### config.mk
export PLATFORM = sky130hd
export DESIGN_NAME = csa_mont_mul
export DESIGN_NICKNAME = d
export VERILOG_FILES = /design/src/rtl/csa_mm_pkg.sv /design/src/rtl/csa_mm_slice.sv /design/src/rtl/csa_mm_aser.sv /design/src/rtl/csa_mm_dp.sv /design/src/rtl/csa_mm_ctrl.sv /design/src/rtl/csa_mont_mul.sv
export SDC_FILE = /design/constraint.sdc
export NUM_CORES = 2
export LEC_CHECK = 0
export ABC_CLOCK_PERIOD_IN_PS = 3700
export BUFFER_PORTS_ARGS = -buffer_cell sky130_fd_sc_hd__buf_4
export CAP_MARGIN = 15
export CORE_ASPECT_RATIO = 1.4
export CORE_UTILIZATION = 40
export CTS_CLUSTER_DIAMETER = 60
export DETAILED_ROUTE_END_ITERATION = 8
export REMOVE_ABC_BUFFERS = 1
export SETUP_SLACK_MARGIN = 0.4
export SLEW_MARGIN = 10
export SYNTH_ARGS = -nofsm -noshare
export SYNTH_HDL_FRONTEND = slang
export SYNTH_SLANG_ARGS = --single-unit
### constraint.sdc
create_clock -name clk -period 3.7 [get_ports clk]
set_clock_uncertainty 0.1 [all_clocks]
set_input_delay 0.185 -clock clk [delete_from_list [all_inputs] [get_ports clk]]
set_output_delay 0.185 -clock clk [all_outputs]
set_load 0.05 [all_outputs]
### src/rtl/csa_mm_pkg.sv
package csa_mm_pkg;

  // Strobes from the sequencer to the datapath
  typedef struct packed {
    logic load;   // capture operands, clear accumulator
    logic step;   // perform one iteration
  } mmStrobeT;

endpackage

### src/rtl/csa_mm_slice.sv
// One carry-save slice: three stacked 3:2 layers reduce five vectors to two.
// Each layer's shifted-out carry is passed to the next slice up.
module csa_mm_slice #(
  parameter int SW = 64
) (
  input  logic [SW-1:0] s1,
  input  logic [SW-1:0] s2,
  input  logic [SW-1:0] p1,
  input  logic [SW-1:0] p2,
  input  logic [SW-1:0] qm,
  input  logic [2:0]    cin,
  output logic [SW-1:0] sumV,
  output logic [SW-1:0] carV,
  output logic [2:0]    cout
);

  logic [SW-1:0] x1, k1, k1Sh;
  logic [SW-1:0] x2, k2, k2Sh;
  logic [SW-1:0] x3, k3;

  always_comb begin
    // layer 1: accumulator halves plus first multiplicand half
    x1   = s1 ^ s2 ^ p1;
    k1   = (s1 & s2) | (s1 & p1) | (s2 & p1);
    k1Sh = {k1[SW-2:0], cin[0]};
    // layer 2: partial sum plus second multiplicand half and modulus
    x2   = x1 ^ p2 ^ qm;
    k2   = (x1 & p2) | (x1 & qm) | (p2 & qm);
    k2Sh = {k2[SW-2:0], cin[1]};
    // layer 3: fold both carry vectors back in
    x3   = x2 ^ k1Sh ^ k2Sh;
    k3   = (x2 & k1Sh) | (x2 & k2Sh) | (k1Sh & k2Sh);
    sumV = x3;
    carV = {k3[SW-2:0], cin[2]};
    cout = {k3[SW-1], k2[SW-1], k1[SW-1]};
  end

endmodule

### src/rtl/csa_mm_aser.sv
// Serial adder that turns the multiplier pair into one bit per iteration.
module csa_mm_aser #(
  parameter int WIDTH = 128
) (
  input  logic                  clk,
  input  logic                  rstN,
  input  csa_mm_pkg::mmStrobeT  strobe,
  input  logic [WIDTH-1:0]      a1,
  input  logic [WIDTH-1:0]      a2,
  output logic                  aBit
);

  logic [WIDTH-1:0] shA1, shA2;
  logic             carryQ;

  assign aBit = shA1[0] ^ shA2[0] ^ carryQ;

  always_ff @(posedge clk or negedge rstN) begin
    if (!rstN) begin
      shA1   <= '0;
      shA2   <= '0;
      carryQ <= 1'b0;
    end else if (strobe.load) begin
      shA1   <= a1;
      shA2   <= a2;
      carryQ <= 1'b0;
    end else if (strobe.step) begin
      shA1   <= {1'b0, shA1[WIDTH-1:1]};
      shA2   <= {1'b0, shA2[WIDTH-1:1]};
      carryQ <= (shA1[0] & shA2[0]) | (shA1[0] & carryQ) | (shA2[0] & carryQ);
    end
  end

endmodule

### src/rtl/csa_mm_dp.sv
// Datapath: operand capture, broadcast bits, sliced compressor, shifted accumulator.
module csa_mm_dp #(
  parameter int WIDTH  = 128,
  parameter int SLICE  = 64,
  parameter int NSLICE = 3,
  parameter int EXT    = 130
) (
  input  logic                  clk,
  input  logic                  rstN,
  input  csa_mm_pkg::mmStrobeT  strobe,
  input  logic [WIDTH-1:0]      a1,
  input  logic [WIDTH-1:0]      a2,
  input  logic [WIDTH-1:0]      b1,
  input  logic [WIDTH-1:0]      b2,
  input  logic [WIDTH-1:0]      modulus,
  output logic [EXT-1:0]        sum1,
  output logic [EXT-1:0]        sum2,
  output logic                  lostBits
);

  localparam int RW  = NSLICE * SLICE;
  localparam int PAD = RW - WIDTH;

  logic [RW-1:0] b1Q, b2Q, mQ;
  logic [RW-1:0] s1Q, s2Q;
  logic [RW-1:0] p1, p2, qm;
  logic [RW-1:0] sumAll, carAll;
  logic          aBit, qBit;
  logic [2:0]    chain [NSLICE+1];

  csa_mm_aser #(.WIDTH(WIDTH)) u_aser (
    .clk(clk), .rstN(rstN), .strobe(strobe),
    .a1(a1), .a2(a2), .aBit(aBit)
  );

  // parity bit: carries into bit 0 are zero by construction
  assign qBit = s1Q[0] ^ s2Q[0] ^ (aBit & (b1Q[0] ^ b2Q[0]));

  always_comb begin
    p1 = aBit ? b1Q : '0;
    p2 = aBit ? b2Q : '0;
    qm = qBit ? mQ  : '0;
  end

  assign chain[0] = 3'b000;

  for (genvar g = 0; g < NSLICE; g++) begin : g_slice
    csa_mm_slice #(.SW(SLICE)) u_slice (
      .s1  (s1Q[g*SLICE +: SLICE]),
      .s2  (s2Q[g*SLICE +: SLICE]),
      .p1  (p1 [g*SLICE +: SLICE]),
      .p2  (p2 [g*SLICE +: SLICE]),
      .qm  (qm [g*SLICE +: SLICE]),
      .cin (chain[g]),
      .sumV(sumAll[g*SLICE +: SLICE]),
      .carV(carAll[g*SLICE +: SLICE]),
      .cout(chain[g+1])
    );
  end

  always_ff @(posedge clk or negedge rstN) begin
    if (!rstN) begin
      b1Q <= '0;
      b2Q <= '0;
      mQ  <= '0;
      s1Q <= '0;
      s2Q <= '0;
    end else if (strobe.load) begin
      b1Q <= {{PAD{1'b0}}, b1};
      b2Q <= {{PAD{1'b0}}, b2};
      mQ  <= {{PAD{1'b0}}, modulus};
      s1Q <= '0;
      s2Q <= '0;
    end else if (strobe.step) begin
      s1Q <= {1'b0, sumAll[RW-1:1]};
      s2Q <= {1'b0, carAll[RW-1:1]};
    end
  end

  assign sum1 = s1Q[EXT-1:0];
  assign sum2 = s2Q[EXT-1:0];

  // any headroom violation: carry out of top slice, odd bit shifted away,
  // or accumulator bits beyond the exported width
  assign lostBits = (|chain[NSLICE]) | sumAll[0] | carAll[0]
                  | (|s1Q[RW-1:EXT]) | (|s2Q[RW-1:EXT]);

endmodule

### src/rtl/csa_mm_ctrl.sv
// Sequencer: idle until start, then ITERS step cycles, then a done pulse.
module csa_mm_ctrl #(
  parameter int ITERS = 129
) (
  input  logic                  clk,
  input  logic                  rstN,
  input  logic                  start,
  output csa_mm_pkg::mmStrobeT  strobe,
  output logic                  done
);

  localparam int CW = $clog2(ITERS + 1);

  typedef enum logic {ST_IDLE, ST_RUN} stateT;

  stateT         state;
  logic [CW-1:0] iterCnt;

  always_comb begin
    strobe.load = (state == ST_IDLE) && start;
    strobe.step = (state == ST_RUN);
  end

  always_ff @(posedge clk or negedge rstN) begin
    if (!rstN) begin
      state   <= ST_IDLE;
      iterCnt <= '0;
      done    <= 1'b0;
    end else begin
      done <= 1'b0;
      case (state)
        ST_IDLE: begin
          if (start) begin
            state   <= ST_RUN;
            iterCnt <= '0;
          end
        end
        ST_RUN: begin
          if (iterCnt == CW'(ITERS - 1)) begin
            state <= ST_IDLE;
            done  <= 1'b1;
          end
          iterCnt <= iterCnt + 1'b1;
        end
        default: state <= ST_IDLE;
      endcase
    end
  end

endmodule

### src/rtl/csa_mont_mul.sv
// Top: bit-serial Montgomery multiplier with redundant operands and result.
module csa_mont_mul #(
  parameter int WIDTH = 128,
  parameter int SLICE = 64,
  parameter int ITERS = WIDTH + 1
) (
  input  logic               clk,
  input  logic               rstN,
  input  logic               start,
  input  logic [WIDTH-1:0]   a1,
  input  logic [WIDTH-1:0]   a2,
  input  logic [WIDTH-1:0]   b1,
  input  logic [WIDTH-1:0]   b2,
  input  logic [WIDTH-1:0]   modulus,
  output logic               done,
  output logic [WIDTH+1:0]   sum1,
  output logic [WIDTH+1:0]   sum2
);

  localparam int GUARD  = 2;
  localparam int EXT    = WIDTH + GUARD;
  localparam int NSLICE = (EXT + 1 + SLICE - 1) / SLICE;

  csa_mm_pkg::mmStrobeT strobe;
  logic                 lostBits;

  csa_mm_ctrl #(.ITERS(ITERS)) u_ctrl (
    .clk(clk), .rstN(rstN), .start(start),
    .strobe(strobe), .done(done)
  );

  csa_mm_dp #(
    .WIDTH(WIDTH), .SLICE(SLICE), .NSLICE(NSLICE), .EXT(EXT)
  ) u_dp (
    .clk(clk), .rstN(rstN), .strobe(strobe),
    .a1(a1), .a2(a2), .b1(b1), .b2(b2), .modulus(modulus),
    .sum1(sum1), .sum2(sum2), .lostBits(lostBits)
  );

endmodule

==> impl_results.md <==
* Final layout net count at 7762
* P&R area growth vs syn at 39.0%
* Post-Route WL at 177 mm
* Routed vias at 42400
* Final cycle utilization of the critical path at 1.01
* Worst hold path class: in2reg
* Global route overflow at 0
* Clk slew on worst S/H paths at around 0.060 ns
* GPL Wtd Cong at 0.879
* Multi-input gate area at around 24000 µm²
* Core Area at 129000 µm²
* Die Y at 430 µm
* Maximum level of the CTS H-tree at 3
* RSZ-0062 raised after global routing: true
* Biggest area consumer among synthesized cells: dfrtp_1
* Post-Syn Instances at 5103
* Lkg Pwr at 35.7 nW
* First-pass GRT wire length at 269 mm
* Max-slew violations at 0
* Root Buffer: clkbuf_16
* Share of cells above drive strength 1 at 0.193
* Fill count at 11000
* Adder-cell share of the synthesized area at 0.177
* CP Class: reg2reg
* Post-DR vias/cell at 5.01
* Largest family of logic cells by synthesized area: adder cells
* Final Hold Fails at 0
* Sequential cell area at 25800 µm²
* Initial antenna violation count at 22
* Worst-path fanout max at 33
* PortBufs at 902
* Max Freq at around 270 MHz
* Worst Slack Setup Final at -0.0279 ns
* Die Width at slightly above 300 µm
* Syn avg cell area at 10.2 µm²
* Period minus WS final at 3.73 ns
* Sequential share of the synthesized area at 0.494
* Starting Density at 0.404
* Power Density at 978 nW/µm²
* Vias in the first global route at 44700
* Slew HR at 0.338
* Clk buf depth at 3
* Synth Register Bits at 1032
* Post-synthesis mux area share at 0.0492
* Worst VDD drop at 0.716 mV
* Skew-Pair Late Insertion Delay at 0.74 ns
* Simple-gate share of the synthesized area at 0.147
* Synth warn at 0
* Area contributors post-synth: dfrtp_1 (49%), fa_1 (15%), nand2_1 (13%), o21ai_0 (5.8%), mux2i_1 (4.9%)
* WL per Instance at 20.9 µm
* Status: finished with violations
* Pin count of the biggest net entering global routing at 222
* Final HPWL DP at around 120 mm
* Post-synthesis cell type count at 37
* Final ANT Viol Nets at 0
* Failing checks: negative setup slack
* Cell Rows at between 150 and 200
* Worst path arrival time at 4.28 ns
* Number of CTS-inserted buffers at about 110
* All-Layer GR Usage at 0.266
* XOR/XNOR Fraction of Synth Area at 0.000335
* Pre-CTS setup slack at -0.0342 ns
* Endpoints failing setup at 3
* Initial DRC count at approximately 3000
* I/O pin cnt at 904
* Worst hold slack at around 0.066 ns
* CTS tree: yes
* Compound-gate portion of the synthesized area at 0.0844
* Synth top area share at 0.494
* Die area at 132000 µm²
* Drt pass-1 iters at 8
* Max cap viols at 0
* CTS Sinks at ~1000
* Setup crit end kind: register
* Cell area after synthesis at 52300 µm²
* CP Data Required Time at between 4 and 5 ns
* DRC viols at 0
* Slew @ Worst Pin at 0.993 ns
* Setup crit start kind: register
## final cells by class
| class | instances | area share |
|---|---|---|
| Sequential cell | 1032 | 0.355 |
| Multi-Input combinational cell | 3491 | 0.332 |
| Timing Repair Buffer | 1710 | 0.214 |
| Clock buffer | 162 | 0.0457 |
| Tap cell | 1738 | 0.0299 |
| Inverter | 261 | 0.0136 |
| Clock inverter | 47 | 0.00859 |
| Antenna cell | 14 | 0.000482 |
## sequential cells by signal, summed over array words and instances (netlist names)
signal,cells
u_ctrl.done,1
u_dp.u_aser.carryQ,1
u_dp.u_aser.shA2,128
u_ctrl.state,1
u_dp.s1Q,191
u_ctrl.iterCnt,8
u_dp.b2Q,128
u_dp.mQ,128
u_dp.s2Q,190
u_dp.b1Q,128
u_dp.u_aser.shA1,128
## per-stage QoR
step	util	instances	area (µm²)	TNS (ns)	total power, mW
2_1_floorplan	-	4784	50700	-	37.8
3_3_place_gp	0.472	7517	61100	0	53.9
3_5_place_dp	0.472	7517	61100	-0.0402	55.8
4_1_cts	0.558	8429	72300	0	70.0
5_1_grt	0.562	8453	72700	-5.05	77.4
6_report	0.562	8455	72700	-0.0589	71.1
## synthesized netlist by cell type (all sizes together)
library cell	count
a21boi	1
fa	383
o21ai	636
o22ai	1
mux2i	257
nand4	3
dfrtp	1032
xor2	1
nand3	4
ha	128
and3b	2
o211ai	3
or4b	1
a22o	128
and3	1
conb	1
nor2b	2
nor2	4
xnor2	1
nor4	1
o31ai	5
inv	261
o21a	2
buf	189
nand2b	1
nand2	1794
clkbuf	130
a41oi	1
a21oi	2
and2	128
## cells in the final DEF, fill, tap and decap left out, types with 4 or more instances in the layout
master	instances
buf_16	8
bufinv_16	11
mux2i_1	257
dfrtp_1	1031
clkinvlp_4	4
clkbuf_16	122
buf_12	51
fa_1	354
and2_4	32
clkinv_2	19
diode_2	14
a22o_1	128
buf_4	947
nand3_1	4
nand2_1	1794
inv_2	14
o21ai_1	94
inv_8	5
clkbuf_8	27
ha_1	128
o31ai_1	5
and2_1	96
dlygate4sd3_1	688
o21ai_0	541
fa_2	28
clkbuf_1	20
buf_6	5
inv_1	246
## report_power, final
| group | internal (mW) | switching [mW] |
|---|---|---|
| Sequential | 16.4 | 3.61 |
| Clock | 7.04 | 5.04 |
| Combinational | 16.5 | 22.5 |
| Total | 39.9 | 31.1 |
## worst paths after layout
kind	slack [ns]	cells past startpoint	to	startpoint
max	-0.03	9	u_dp.s1Q[34]$_DFFE_PN0P_	u_dp.u_aser.carryQ$_DFFE_PN0P_
min	0.07	4	u_dp.b1Q[12]$_DFFE_PN0P_	b1[12]
max reg2reg	-0.03	9	u_dp.s1Q[34]$_DFFE_PN0P_	u_dp.u_aser.carryQ$_DFFE_PN0P_
min reg2reg	0.37	2	u_dp.b1Q[25]$_DFFE_PN0P_	u_dp.b1Q[25]$_DFFE_PN0P_
max in group asynchronous	1.91	4	u_dp.b1Q[20]$_DFFE_PN0P_	rstN
min in group asynchronous	0.51	3	u_dp.u_aser.shA2[40]$_DFFE_PN0P_	rstN
## kinds of logic after synthesis
logic type | count (synthesis)
other cells | 1
simple gates | 1941
buf+inv | 580
compound gates | 779
xor+xnor | 2
flops | 1032
mux | 257
fa+ha+maj | 511
## what timing repair did
action | CTS | global route
buffers inserted | 9 | 5
pin swaps | 2 | 19
cloned | 5 | 7
hold buffers | 689 | 0
setup endpoints to repair | 256 | 256
endpoints found under the hold margin | 945 | 0
resized for setup | 11 | 141
## per-layer routing
metal | vias up | routed length, µm | share of wire | global-route usage
li1 | 19300 | - | - | -
met1 | 21300 | 72300 | 0.41 | 0.339
met2 | 1410 | 85000 | 0.48 | 0.437
met3 | 330 | 11500 | 0.065 | 0.0539
met4 | 14 | 7690 | 0.044 | 0.116
met5 | - | 86 | 0.00049 | 0
## worst max-delay path, cell delays in order, from the launching register on
cell     delay [ns]
dfrtp_1        0.41
fa_4           0.91
buf_12         0.20
buf_12         0.21
and2_1         0.17
fa_1           0.41
inv_1          0.08
fa_2           0.43
fa_1           0.43
o21ai_0        0.22
Note: power is estimated with default switching activity, not from simulation.
